--- src/rtl/bmul_pkg.sv ---
package bmul_pkg;

    localparam int BYTE_W = 8;
    localparam int OP_W   = 2 * BYTE_W;
    localparam int RES_W  = 2 * OP_W;

    typedef enum logic [2:0] {
        ST_IDLE,
        ST_LL,
        ST_HH,
        ST_LH,
        ST_HL,
        ST_FIX_B,
        ST_FIX_A
    } step_t;

    typedef enum logic [2:0] {
        ACT_HOLD,
        ACT_SET_LO,
        ACT_SET_HI,
        ACT_ADD_MID,
        ACT_SUB_HI
    } act_t;

    typedef struct packed {
        logic            smode;
        logic [OP_W-1:0] a;
        logic [OP_W-1:0] b;
    } job_t;

    typedef struct packed {
        act_t              act;
        logic [BYTE_W-1:0] mx;
        logic [BYTE_W-1:0] my;
        logic [OP_W-1:0]   sub;
    } step_ctl_t;

    function automatic logic [BYTE_W-1:0] lo_byte(input logic [OP_W-1:0] v);
        return v[BYTE_W-1:0];
    endfunction

    function automatic logic [BYTE_W-1:0] hi_byte(input logic [OP_W-1:0] v);
        return v[OP_W-1:BYTE_W];
    endfunction

    function automatic step_t next_step(input step_t s, input logic smode);
        case (s)
            ST_LL:    return ST_HH;
            ST_HH:    return ST_LH;
            ST_LH:    return ST_HL;
            ST_HL:    return smode ? ST_FIX_B : ST_IDLE;
            ST_FIX_B: return ST_FIX_A;
            default:  return ST_IDLE;
        endcase
    endfunction

endpackage

--- src/rtl/bmul_core.sv ---
module bmul_core #(
    parameter int W = 8
) (
    input  logic [W-1:0]   x,
    input  logic [W-1:0]   y,
    output logic [2*W-1:0] p
);
    assign p = x * y;
endmodule

--- src/rtl/bmul_seq.sv ---
module bmul_seq
    import bmul_pkg::*;
(
    input  logic            clk,
    input  logic            rst,
    input  logic            start,
    input  logic            smode_in,
    input  logic [OP_W-1:0] a_in,
    input  logic [OP_W-1:0] b_in,
    output step_t           step,
    output job_t            job,
    output logic            busy,
    output logic            done
);
    step_t step_nx;

    assign busy    = (step != ST_IDLE);
    assign step_nx = next_step(step, job.smode);

    always_ff @(posedge clk) begin
        if (rst) begin
            step <= ST_IDLE;
            job  <= '0;
            done <= 1'b0;
        end else begin
            done <= 1'b0;
            if (step == ST_IDLE) begin
                if (start) begin
                    job  <= '{smode: smode_in, a: a_in, b: b_in};
                    step <= ST_LL;
                end
            end else begin
                step <= step_nx;
                if (step_nx == ST_IDLE) begin
                    done <= 1'b1;
                end
            end
        end
    end
endmodule

--- src/rtl/bmul_acc.sv ---
module bmul_acc
    import bmul_pkg::*;
(
    input  logic             clk,
    input  logic             rst,
    input  act_t             act,
    input  logic [OP_W-1:0]  prod,
    input  logic [OP_W-1:0]  sub,
    output logic [RES_W-1:0] res
);
    localparam int MID_W = RES_W - BYTE_W;

    logic [MID_W-1:0] mid_sum;
    logic [OP_W-1:0]  hi_diff;

    assign mid_sum = res[RES_W-1:BYTE_W] + {{(MID_W-OP_W){1'b0}}, prod};
    assign hi_diff = res[RES_W-1:OP_W] - sub;

    always_ff @(posedge clk) begin
        if (rst) begin
            res <= '0;
        end else begin
            case (act)
                ACT_SET_LO:  res[OP_W-1:0]        <= prod;
                ACT_SET_HI:  res[RES_W-1:OP_W]    <= prod;
                ACT_ADD_MID: res[RES_W-1:BYTE_W]  <= mid_sum;
                ACT_SUB_HI:  res[RES_W-1:OP_W]    <= hi_diff;
                default:     res                  <= res;
            endcase
        end
    end
endmodule

--- src/rtl/bmul16_iter.sv ---
module bmul16_iter
    import bmul_pkg::*;
(
    input  logic             clk,
    input  logic             rst,
    input  logic             start,
    input  logic             signed_mode,
    input  logic [OP_W-1:0]  op_a,
    input  logic [OP_W-1:0]  op_b,
    output logic             busy,
    output logic             done,
    output logic [RES_W-1:0] product
);
    step_t           step;
    job_t            job;
    step_ctl_t       ctl;
    logic [OP_W-1:0] pp;

    bmul_seq u_seq (
        .clk      (clk),
        .rst      (rst),
        .start    (start),
        .smode_in (signed_mode),
        .a_in     (op_a),
        .b_in     (op_b),
        .step     (step),
        .job      (job),
        .busy     (busy),
        .done     (done)
    );

    // Operand byte selection and action for each step
    always_comb begin
        ctl = '{act: ACT_HOLD, mx: '0, my: '0, sub: '0};
        case (step)
            ST_LL: begin
                ctl.act = ACT_SET_LO;
                ctl.mx  = lo_byte(job.a);
                ctl.my  = lo_byte(job.b);
            end
            ST_HH: begin
                ctl.act = ACT_SET_HI;
                ctl.mx  = hi_byte(job.a);
                ctl.my  = hi_byte(job.b);
            end
            ST_LH: begin
                ctl.act = ACT_ADD_MID;
                ctl.mx  = lo_byte(job.a);
                ctl.my  = hi_byte(job.b);
            end
            ST_HL: begin
                ctl.act = ACT_ADD_MID;
                ctl.mx  = hi_byte(job.a);
                ctl.my  = lo_byte(job.b);
            end
            ST_FIX_B: begin
                ctl.act = job.b[OP_W-1] ? ACT_SUB_HI : ACT_HOLD;
                ctl.sub = job.a;
            end
            ST_FIX_A: begin
                ctl.act = job.a[OP_W-1] ? ACT_SUB_HI : ACT_HOLD;
                ctl.sub = job.b;
            end
            default: ;
        endcase
    end

    bmul_core #(.W(BYTE_W)) u_core (
        .x (ctl.mx),
        .y (ctl.my),
        .p (pp)
    );

    bmul_acc u_acc (
        .clk  (clk),
        .rst  (rst),
        .act  (ctl.act),
        .prod (pp),
        .sub  (ctl.sub),
        .res  (product)
    );
endmodule

--- config.mk ---
export PLATFORM = sky130hd
export DESIGN_NAME = bmul16_iter
export DESIGN_NICKNAME = d
export VERILOG_FILES = /design/src/rtl/bmul_pkg.sv /design/src/rtl/bmul_core.sv /design/src/rtl/bmul_seq.sv /design/src/rtl/bmul_acc.sv /design/src/rtl/bmul16_iter.sv
export SDC_FILE = /design/constraint.sdc
export NUM_CORES = 1
export LEC_CHECK = 0
export ABC_AREA = 1
export BUFFER_PORTS_ARGS = -buffer_cell sky130_fd_sc_hd__buf_4
export CAP_MARGIN = 20
export CORE_MARGIN = 2
export CORE_UTILIZATION = 60
export DETAILED_ROUTE_END_ITERATION = 12
export HOLD_SLACK_MARGIN = 0.02
export PLACE_DENSITY = 0.81
export SLEW_MARGIN = 20
export SYNTH_ARGS = -nofsm -noshare
export SYNTH_HDL_FRONTEND = slang
export SYNTH_SLANG_ARGS = --single-unit
--- constraint.sdc ---
create_clock -name clk -period 17.9 [get_ports clk]
set_input_delay 2.685 -clock clk [delete_from_list [all_inputs] [get_ports clk]]
set_output_delay 2.685 -clock clk [all_outputs]
set_load 0.05 [all_outputs]
==> impl_results.md, run 1 <==
* Status: completed
* Post-synth ARST share at 0%
* Hold/Removal Path Class: flip-flop to flip-flop
* Cell Count, Final, Fillers Out at 1358
* Post-synth EDFFs at 0
* WL/cell at 16.8 µm
* Static leakage at 4.25 nW
* H-tree levels at 3
* Register bit total from synthesis at 69
* Critical path peak fanout at 7
* N_diodes at 0
* Critical Path Most Common Cell: nand2_1
* CP peak stage delay at 550 ps
* Area growth, synth to finish at 12.6%
* Core area at 12000 µm²
* CTS tree: built
* Crit path launch: u_seq.step[2]
* Post-CTS Repair Setup Buffers at 0
* Reg2reg start: u_seq.step[2]
* # setup viols final at 0
* Routed vias at 7787
* Hold_sp: u_acc.res[2]
* Fin Setup TNS at 0 ps
* Die area at 13100 µm²
* Crit path required time at 18160 ps
* Die Wd at 115 µm
* Total power at 0.576 mW
* Gpl congestion at 0.991
* Filler cell count at 1109
* Worst hold slack at 472 ps
* Nets at 1349
* Vias in the first global route at 7176
* Port Buffer Count at 69
* Achievable clock frequency at 0.147 GHz
* Sequential fraction of the synthesis area at 18.8%
* 1st-pass router iterations at 6
* Max Slew Vio Count at 0
* DP HPWL at 17.9 mm
* Post-route ant nets at 0
* Power Density at 69.6 nW/µm²
* Synth warn at 0
* CTS resizes at 0
* Commonest non-fill, non-tap cells in the layout: 252 x nand2_1, 210 x inv_1, 124 x nor2_1, 89 x a21oi_1, 75 x nand3_1
* Worst setup EP type: flip-flop
* Ports at 70
* CTS sink cnt at 69
* Chip Height at 115 µm
* Number of CTS-inserted buffers at 9
* RSZ-0062 raised after global routing: false
* Max cap viols at 0
* Hold-fix buffers, CTS at 0
* Commonest non-fill, non-tap cell in the layout: nand2_1
* Syn Inst Count at 1148
* DRT iter0 DRCs at 842
* Startpoint Class: flip-flop
* Setup WS pre-CTS at 11260 ps
* Final Critical Period at 6820 ps
* Clk root buf: clkbuf_16
* Worst-Margin Slew at 871 ps
* Total Wirelength at 22.8 mm
* Clock Path Buffers at 2
* Mapped cell area at 7350 µm²
* Peak supply drop at 0.0561 mV
* Antenna violations before repair at 0
* Inst Count DP at 1341
* Largest net degree at the start of global routing at 68
* Routed vias/inst at 5.73
* Main synth FF type: dfxtp_1
* Layout cell share with drive strength beyond 1 at 9.00%
* Total congestion overflow at 0
* Crit-path slowest cell: fa_1
* Reg clk slew, reported paths at 70 ps
* Final hold violations at 0
* Crit path DAT at 7080 ps
* First-pass GRT wire length at 35.7 mm
* Drt drc at 0
* Final Cycle Share at 38.1%
* Mapped Nets at 1291
* Starting Density at 61.4%
* Syn avg cell area at 6.40 µm²
* Clk Latency, worst-skew pair at 360 ps
* Critical path class: flip-flop to flip-flop
* GRT Overall Usage at 35.0%
* Unique cell type count in the Yosys netlist at 39
* Max Clock Skew at 8.91 ps
* Worst slew margin at 41.9%
* Setup ws final at 11080 ps
* FP Rows at 40
flip-flops by register name (all words and copies together) (netlist names):
signal / cells
u_seq.step: 3
u_acc.res: 32
u_seq.done: 1
u_seq.job: 33
layout make-up:
| class | count | area [µm²] | share of cell area [%] |
|---|---|---|---|
| Clock inverter | 7 | 75.1 | 0.907 |
| Multi-Input combinational cell | 841 | 5060 | 61.1 |
| Inverter | 214 | 806 | 9.74 |
| Timing Repair Buffer | 71 | 546 | 6.59 |
| Sequential cell | 69 | 1380 | 16.7 |
| Clock buffer | 9 | 225 | 2.72 |
| Tap cell | 147 | 184 | 2.22 |
through the flow:
stage                     util [%]  area (µm²)
after floorplan                  -        7350
after global placement        66.5        7950
after detailed placement      66.5        7950
after CTS                     69.0        8250
after global routing          69.2        8270
final                         69.2        8270
power breakdown:
group          switching, mW  leakage [nW]  total, mW  internal (mW)
combinational          0.138          3.53      0.203         0.0647
sequential            0.0159         0.567      0.185          0.169
clock                 0.0792         0.150      0.188          0.109
total                  0.234          4.25      0.576          0.342
final timing paths:
kind / to / slack, ps / cells after the start
min reg2reg: u_acc.res[2] / 470 / 2
max: u_acc.res[30] / 11080 / 33
min: u_acc.res[2] / 470 / 2
max reg2reg: u_acc.res[30] / 11080 / 33
worst max-delay path, delay by kind of cell, from the launching register on:
kind | cells | cell delay [ps]
buf+inv | 5 | 480
compound gates | 2 | 590
flops | 1 | 400
fa+ha+maj | 6 | 2710
simple gates | 20 | 2520
routing by layer:
layer | track usage (%) | routed length (µm) | vias up
met5 | 0 | 0 | -
met4 | 11.5 | 611 | 0
met3 | 8.52 | 2000 | 56
met2 | 54.2 | 10300 | 352
met1 | 48.1 | 9850 | 3574
li1 | - | - | 3805
cell families after synthesis:
family / after synthesis / share of synthesized area (%)
AO/OA/AOI/OAI: 222 / 16.5
flip-flops: 69 / 18.8
buffers and inverters: 238 / 12.4
XOR/XNOR: 10 / 1.19
adder cells (fa/ha/maj): 107 / 22.1
AND/OR/NAND/NOR: 502 / 28.9
Yosys cell counts, types with 2 or more instances:
master / n / area [µm²]
or2_2: 7 / 43.8
nand3_2: 3 / 30.0
ha_1: 69 / 863
a31oi_1: 12 / 75.1
and2_1: 8 / 50.1
buf_2: 3 / 15.0
buf_1: 3 / 11.3
nor2_4: 2 / 22.5
clkbuf_1: 15 / 56.3
fa_1: 38 / 761
xor2_1: 7 / 61.3
dfxtp_1: 69 / 1380
nor2_1: 124 / 465
nand2_1: 252 / 946
o22ai_1: 28 / 175
a22oi_1: 5 / 37.5
a21oi_1: 89 / 445
xnor2_1: 3 / 26.3
nand3_1: 76 / 380
nand2_2: 2 / 12.5
nand4_1: 9 / 56.3
nand3b_1: 5 / 37.5
nor3_1: 10 / 50.1
o21ai_0: 74 / 370
buf_4: 2 / 15.0
inv_2: 3 / 11.3
inv_1: 210 / 788
o21bai_1: 9 / 67.6
No activity file was read; power rests on OpenSTA's default activity.
==> inputs of run 2 (changes only) <==
CORE_UTILIZATION = 56   (was 60)
PLACE_DENSITY = 0.79   (was 0.81)
clock period = 5.5 ns   (was 17.9 ns; I/O delays follow)
==> run 2 against run 1 <==
Effect of this change: the run now ends with setup timing left; critical path depth fell by 1; final area rose by 24%; wire length rose by 18%; critical path type unchanged; largest power group unchanged; highest routed layer unchanged.
==> impl_results.md, run 2 (same netlist as run 1, synthesis figures left out) <==
* Status: finished, violations left
* R2R setup slack at -290 ps (-11370 ps)
* Area growth, synth to finish at 40.1%
* Worst path bufs/invs at 6 (+1)
* Met3 usage at 5.60% (-2.9 points)
* CTS sink cnt at 69 (unchanged)
* # setup viols final at 14 (+14)
* Peak supply drop at 0.141 mV (+150%)
* Clk root buf: clkbuf_16
* Largest net degree at the start of global routing at 49 (-28%)
* Filler cell count at 879 (-21%)
* Biggest regs: u_seq.job (33), u_acc.res (32), u_seq.step (3)
* Post-route ant nets at 0 (unchanged)
* Worst Hold Endpoint: u_acc.res[3]
* Chip Height at 119 µm (+3.4%)
* Total Wirelength at 27.0 mm (+18%)
* Max cap viols at 0 (unchanged)
* Max Slew Vio Count at 0 (unchanged)
* Reg2reg start: u_seq.step[0]
* CP peak stage delay at 520 ps (-30 ps)
* Gr busiest metal: met2
* Static leakage at 5.01 nW (+18%)
* Switch share at 40.1% (-0.41 points)
* M1 GR Usage at 46.9% (-1.2 points)
* Crit path depth at 32 (-3.0%)
* Crit-path slowest cell: fa_1
* Worst setup EP type: flip-flop
* Worst slew margin at 39.5% (-2.4 points)
* Combinational Power Share at 40.4% (+5.1 points)
* GRT Overall Usage at 37.1% (+2.1 points)
* Nets at 1484 (+10%)
* Hold/Removal Path Class: flip-flop to flip-flop
* Total congestion overflow at 0 (unchanged)
* Ports at 70 (unchanged)
* Number of CTS-inserted buffers at 9 (unchanged)
* Top reg by flops: u_seq.job
* Worst hold slack at 466 ps (-6.01 ps)
* DRT iter0 DRCs at 852 (+1.2%)
* Max Clock Skew at 9.55 ps (+0.645 ps)
* Reg-to-reg endpoint: u_acc.res[24]
* FP Rows at 41 (+2.5%)
* NetSw at 0.855 mW (+270%)
* Fin Setup TNS at -2360 ps (-2360 ps)
* Die Wd at 119 µm (+3.4%)
* Met2 capacity usage during global routing at 61.7% (+7.5 points)
* Port Buffer Count at 69 (unchanged)
* Achievable clock frequency at 0.173 GHz (+18%)
* Post-route cell area at 10300 µm² (+24%)
* Cell Count, Final, Fillers Out at 1518 (+12%)
* Routed vias at 8598 (+10%)
* Commonest non-fill, non-tap cells in the layout: 220 x nand2_1, 204 x buf_4, 188 x inv_1, 87 x nor2_1, 75 x a21oi_1
* Startpoint Class: flip-flop
* Commonest non-fill, non-tap cell in the layout: nand2_1
* DP HPWL at 19.4 mm (+8.1%)
* Vias in the first global route at 8112 (+13%)
* Drt drc at 0 (unchanged)
* RSZ-0062 raised after global routing: true
* Core area at 12700 µm² (+6.4%)
* Crit path required time at 5780 ps (-12380 ps)
* Clk pwr share at 31.1% (-1.5 points)
* P_int at 1.28 mW (+270%)
* Antenna violations before repair at 0 (unchanged)
* Gpl congestion at 0.994 (+0.30%)
* WL/cell at 17.8 µm (+6.0%)
* Setup ws final at -289 ps (-11370 ps)
* Inst Count DP at 1471 (+9.7%)
* Final Cycle Share at 105% (+67 points)
* Number of flip-flops in the largest register at 33 (unchanged)
* Worst-Margin Slew at 908 ps (+36.7 ps)
* Hold_sp: u_acc.res[3]
* N_diodes at 0 (unchanged)
* Failing checks: setup timing
* Die area at 14100 µm² (+6.9%)
* Final hold violations at 0 (unchanged)
* Critical path class: flip-flop to flip-flop
* Reg clk slew, reported paths at 70 ps (about the same)
* Clock Path Buffers at 2 (unchanged)
* CTS tree: built
* Sequential fraction of design power at 28.5% (-3.6 points)
* Layout cell share with drive strength beyond 1 at 30.6% (+22 points)
* 1st-pass router iterations at 5 (-1)
* Clk Latency, worst-skew pair at 350 ps (about the same)
* Routed vias/inst at 5.66 (-1.2%)
* Crit path DAT at 6070 ps (-1010 ps)
* Final Critical Period at 5790 ps (-1030 ps)
* WHS Path Cells at 2 (unchanged)
* Power Density at 207 nW/µm² (+200%)
* First-pass GRT wire length at 41.2 mm (+15%)
* Starting Density at 57.8% (-3.7 points)
* R2R cell count at 32 (-3.0%)
* H-tree levels at 3 (unchanged)
* Area post-placement at 9010 µm² (+13%)
* Crit path max-delay family: adder cells
* Critical path peak fanout at 7 (unchanged)
## run 2: cell count changes in the layout (fill, tap and decap cells not counted), sizes merged
cell,change
bufinv,+1
clkinv,-3
buf,+135
inv,+2
## run 2: worst register-to-register path, delay by kind of cell, from the launching register on
kind / cells / cell delay [ps]
flops: 1 / 370
compound gates: 7 / 1110
fa+ha+maj: 6 / 2420
buf+inv: 6 / 440
simple gates: 13 / 1400
## run 2: stage by stage
step | setup slack (ps) | utilization [%] | total power, mW
6_report | -289 | 80.9 | 2.13
5_1_grt | -571 | 80.9 | 2.22
4_1_cts | -89.8 | 78.7 | 2.08
3_5_place_dp | -517 | 70.8 | 1.35
3_3_place_gp | -446 | 70.8 | 1.34
2_1_floorplan | -1.54 | - | 1.10
## run 2: how the worst max path moves through the flow
stage / slack (ps) / from / endpoint
final: -290 / u_seq.step[0] / u_acc.res[24]
after global routing: -570 / u_seq.step[0] / u_acc.res[24]
after CTS: -90 / u_seq.step[0] / u_acc.res[30]
after detailed placement: -520 / u_seq.step[1] / u_acc.res[29]
after global placement: -450 / u_seq.step[1] / u_acc.res[21]
after floorplan: -2 / u_seq.step[0] / u_acc.res[29]
## run 2: what timing repair did
| action | in CTS | in global routing |
|---|---|---|
| resized for setup | 123 | 52 |
| endpoints found under the setup margin | 17 | 18 |
| pin swaps | 63 | 19 |
| hold buffers | 0 | 0 |
| setup buffers | 24 | 7 |
| cloned | 0 | 0 |
| hold endpoints to repair | 0 | 0 |
## run 2: per-layer routing
layer  vias up  wire (µm)
li1       4083          -
met1      3974      10900
met4         0       1660
met2       427      12500
met3       114       1870
met5         -          0
## run 2: final cells by class
cell class	count	area (µm²)	area share, %
tap	172	215	2.09
clock inverter	7	106	1.03
sequential	69	1390	13.5
inverter	214	836	8.12
timing repair buffer	206	1550	15.1
multi-input combinational	841	5970	57.9
clock buffer	9	225	2.19
## run 2: power groups by stage
stage	Sequential (mW)	Clock [mW]	Combinational [mW]
after floorplan	0.666	0	0.431
after global placement	0.610	0	0.729
after detailed placement	0.610	0	0.739
after CTS	0.603	0.664	0.809
after global routing	0.610	0.681	0.926
final	0.607	0.663	0.860
==> inputs of run 3 (changes only) <==
CELL_PAD_IN_SITES_DETAIL_PLACEMENT = 0   (was not set)
CELL_PAD_IN_SITES_GLOBAL_PLACEMENT = 1   (was not set)
CORE_UTILIZATION = 39   (was 56)
PLACE_DENSITY = not set   (was 0.79)
PLACE_DENSITY_LB_ADDON = 0.1   (was not set)
==> run 3 against run 2 <==
Effect of this change: register-to-register slack improved by 40 ps; clock power increased by 2%; via count decreased by 5.2%; non-clock buffer count increased by 22; flip-flop and latch count unchanged; critical path depth decreased by 2; maximum frequency increased by 0.66%; the run still ends with setup timing left.
==> impl_results.md, run 3 (same netlist as run 1, synthesis figures left out) <==
* Hold-fix buffers, CTS at 0 (unchanged)
* Worst-Margin Slew at 872 ps (-36.2 ps)
* Ports at 70 (unchanged)
* Power Density at 200 nW/µm² (-3.4%)
* Max Slew Vio Count at 0 (unchanged)
* Worst slew margin at 41.9% (+2.4 points)
* Nets at 1506 (+1.5%)
* Crit path depth at 30 (-6.3%)
* WL/cell at 16.5 µm (-7.0%)
* Achievable clock frequency at 0.174 GHz (+0.66%)
* Crit path max-delay family: adder cells
* Hold/Removal Path Class: flip-flop to flip-flop
* CP peak stage delay at 550 ps (+30 ps)
* Final Critical Period at 5750 ps (-37.8 ps)
* Die Wd at 141 µm (+19%)
* Vias in the first global route at 7939 (-2.1%)
* NetSw at 0.849 mW (-0.72%)
* Clk root buf: clkbuf_16
* Setup ws final at -251 ps (+37.8 ps)
* Antenna violations before repair at 0 (unchanged)
* Number of flip-flops in the largest register at 33 (unchanged)
* DRT iter0 DRCs at 419 (-51%)
* DP HPWL at 20.7 mm (+6.9%)
* # setup viols final at 15 (+1)
* Crit path required time at 5750 ps (-30 ps)
* Max cap viols at 0 (unchanged)
* Clk Latency, worst-skew pair at 350 ps (about the same)
* Sequential fraction of design power at 28.4% (about the same)
* Peak supply drop at 0.138 mV (-2.0%)
* Largest net degree at the start of global routing at 68 (+39%)
* Clock Path Buffers at 2 (unchanged)
* Startpoint Class: flip-flop
* CTS sink cnt at 69 (unchanged)
* Critical path peak fanout at 5 (-2)
* Starting Density at 39.5% (-18 points)
* Combinational Power Share at 40.0% (-0.4 points)
* Clk pwr share at 31.7% (+0.6 points)
* Layout cell share with drive strength beyond 1 at 32.7% (+2.1 points)
* Status: finished, violations left
* Routed vias/inst at 5.09 (-10%)
* Crit-path slowest cell: fa_1
* Port Buffer Count at 69 (unchanged)
* Final hold violations at 0 (unchanged)
* Fin Setup TNS at -2270 ps (+89.3 ps)
* Core area at 18600 µm² (+46%)
* Routed vias at 8155 (-5.2%)
* Area growth, synth to finish at 45.0%
* Worst path bufs/invs at 7 (+1)
* Number of CTS-inserted buffers at 9 (unchanged)
* R2R setup slack at -250 ps (+40 ps)
* Die area at 20000 µm² (+42%)
* Total power at 2.13 mW (about the same)
* Chip Height at 141 µm (+19%)
* Cell Count, Final, Fillers Out at 1602 (+5.5%)
* N_diodes at 0 (unchanged)
* Final Cycle Share at 105% (-0.69 points)
* Top reg by flops: u_seq.job
* Reg2reg start: u_seq.step[0]
* FP Rows at 50 (+22%)
* Switch share at 39.8% (-0.30 points)
* Worst setup EP type: flip-flop
* Crit path launch: u_seq.step[0]
* Critical path class: flip-flop to flip-flop
* CP Capture Point: u_acc.res[26]
* Crit path DAT at 6010 ps (-60 ps)
* R2R cell count at 30 (-6.3%)
* H-tree levels at 3 (unchanged)
* Total Wirelength at 26.4 mm (-1.9%)
* Commonest non-fill, non-tap cells in the layout: 220 x buf_4, 216 x nand2_1, 184 x inv_1, 87 x nor2_1, 74 x a21oi_1
* Worst hold slack at 468 ps (+2.87 ps)
* Post-route ant nets at 0 (unchanged)
* CTS tree: built
* Inst Count DP at 1552 (+5.5%)
* Max Clock Skew at 8.05 ps (-1.50 ps)
* Gpl congestion at 0.918 (-7.6%)
* P_int at 1.28 mW (+0.52%)
* Static leakage at 5.22 nW (+4.2%)
* First-pass GRT wire length at 41.9 mm (+1.6%)
* 1st-pass router iterations at 5 (unchanged)
* Biggest regs: u_seq.job (33), u_acc.res (32), u_seq.step (3)
* GRT Overall Usage at 26.9% (-10 points)
* Util after Layout at 57.4% (-24 points)
* Filler cell count at 1812 (+110%)
* Drt drc at 0 (unchanged)
* Reg-to-reg endpoint: u_acc.res[26]
* Total congestion overflow at 0 (unchanged)
* Reg clk slew, reported paths at 70 ps (about the same)
* Commonest non-fill, non-tap cell in the layout: buf_4
* Failing checks: setup timing
* RSZ-0062 raised after global routing: true
-- run 3: changes by cell type in the layout (fill, tap and decap cells not counted), sizes merged --
cell,change
clkinv,-2
buf,+22
clkinvlp,+2
-- run 3: power groups by stage --
stage	Combinational, mW	Clock [mW]	Sequential, mW
floorplan	0.431	0	0.666
global placement	0.748	0	0.612
detailed placement	0.754	0	0.612
CTS	0.825	0.685	0.603
global route	0.942	0.705	0.609
finish	0.851	0.675	0.604
-- run 3: worst min-delay path by stage --
stage / start / endpoint / depth (start not counted)
2_1_floorplan: u_seq.job[8] / u_seq.job[8] / 2
3_3_place_gp: u_acc.res[6] / u_acc.res[6] / 2
3_5_place_dp: u_acc.res[2] / u_acc.res[2] / 2
4_1_cts: u_acc.res[2] / u_acc.res[2] / 2
5_1_grt: u_seq.job[19] / u_seq.job[19] / 2
6_report: u_acc.res[2] / u_acc.res[2] / 2
-- run 3: layout make-up --
cell class / count / area, µm² / area share, %
clock buffers: 9 / 225 / 2.11
clock inverters: 7 / 105 / 0.986
inverters: 214 / 837 / 7.85
multi-input cells: 841 / 6040 / 56.7
flip-flops and latches: 69 / 1390 / 13.0
well taps: 234 / 293 / 2.75
repair buffers: 228 / 1770 / 16.6
-- run 3: metal layers --
layer | vias up | track usage, % | wire, µm
met5 | - | 0 | 0
met4 | 0 | 8.95 | 924
met3 | 61 | 2.83 | 1020
met2 | 191 | 44.8 | 12400
met1 | 3775 | 36.6 | 12100
li1 | 4128 | - | -
-- run 3: timing repair --
item,in CTS,in global routing
gates cloned,0,0
setup endpoints to repair,17,18
hold endpoints to repair,0,0
pin swaps,54,25
buffers inserted,26,8
resized for setup,130,68
-- run 3: per-stage QoR --
step | cell area, µm² | setup WS, ps
after floorplan | 7590 | -1.54
after global placement | 9250 | -505
after detailed placement | 9250 | -492
after CTS | 10300 | -193
after global routing | 10700 | -555
final | 10700 | -251
-- run 3: worst register-to-register path: cells and delay by family (launching register included) --
family,cells,cell delay (ps)
compound gates,4,740
fa+ha+maj,6,2420
buf+inv,7,730
flops,1,330
simple gates,13,1440
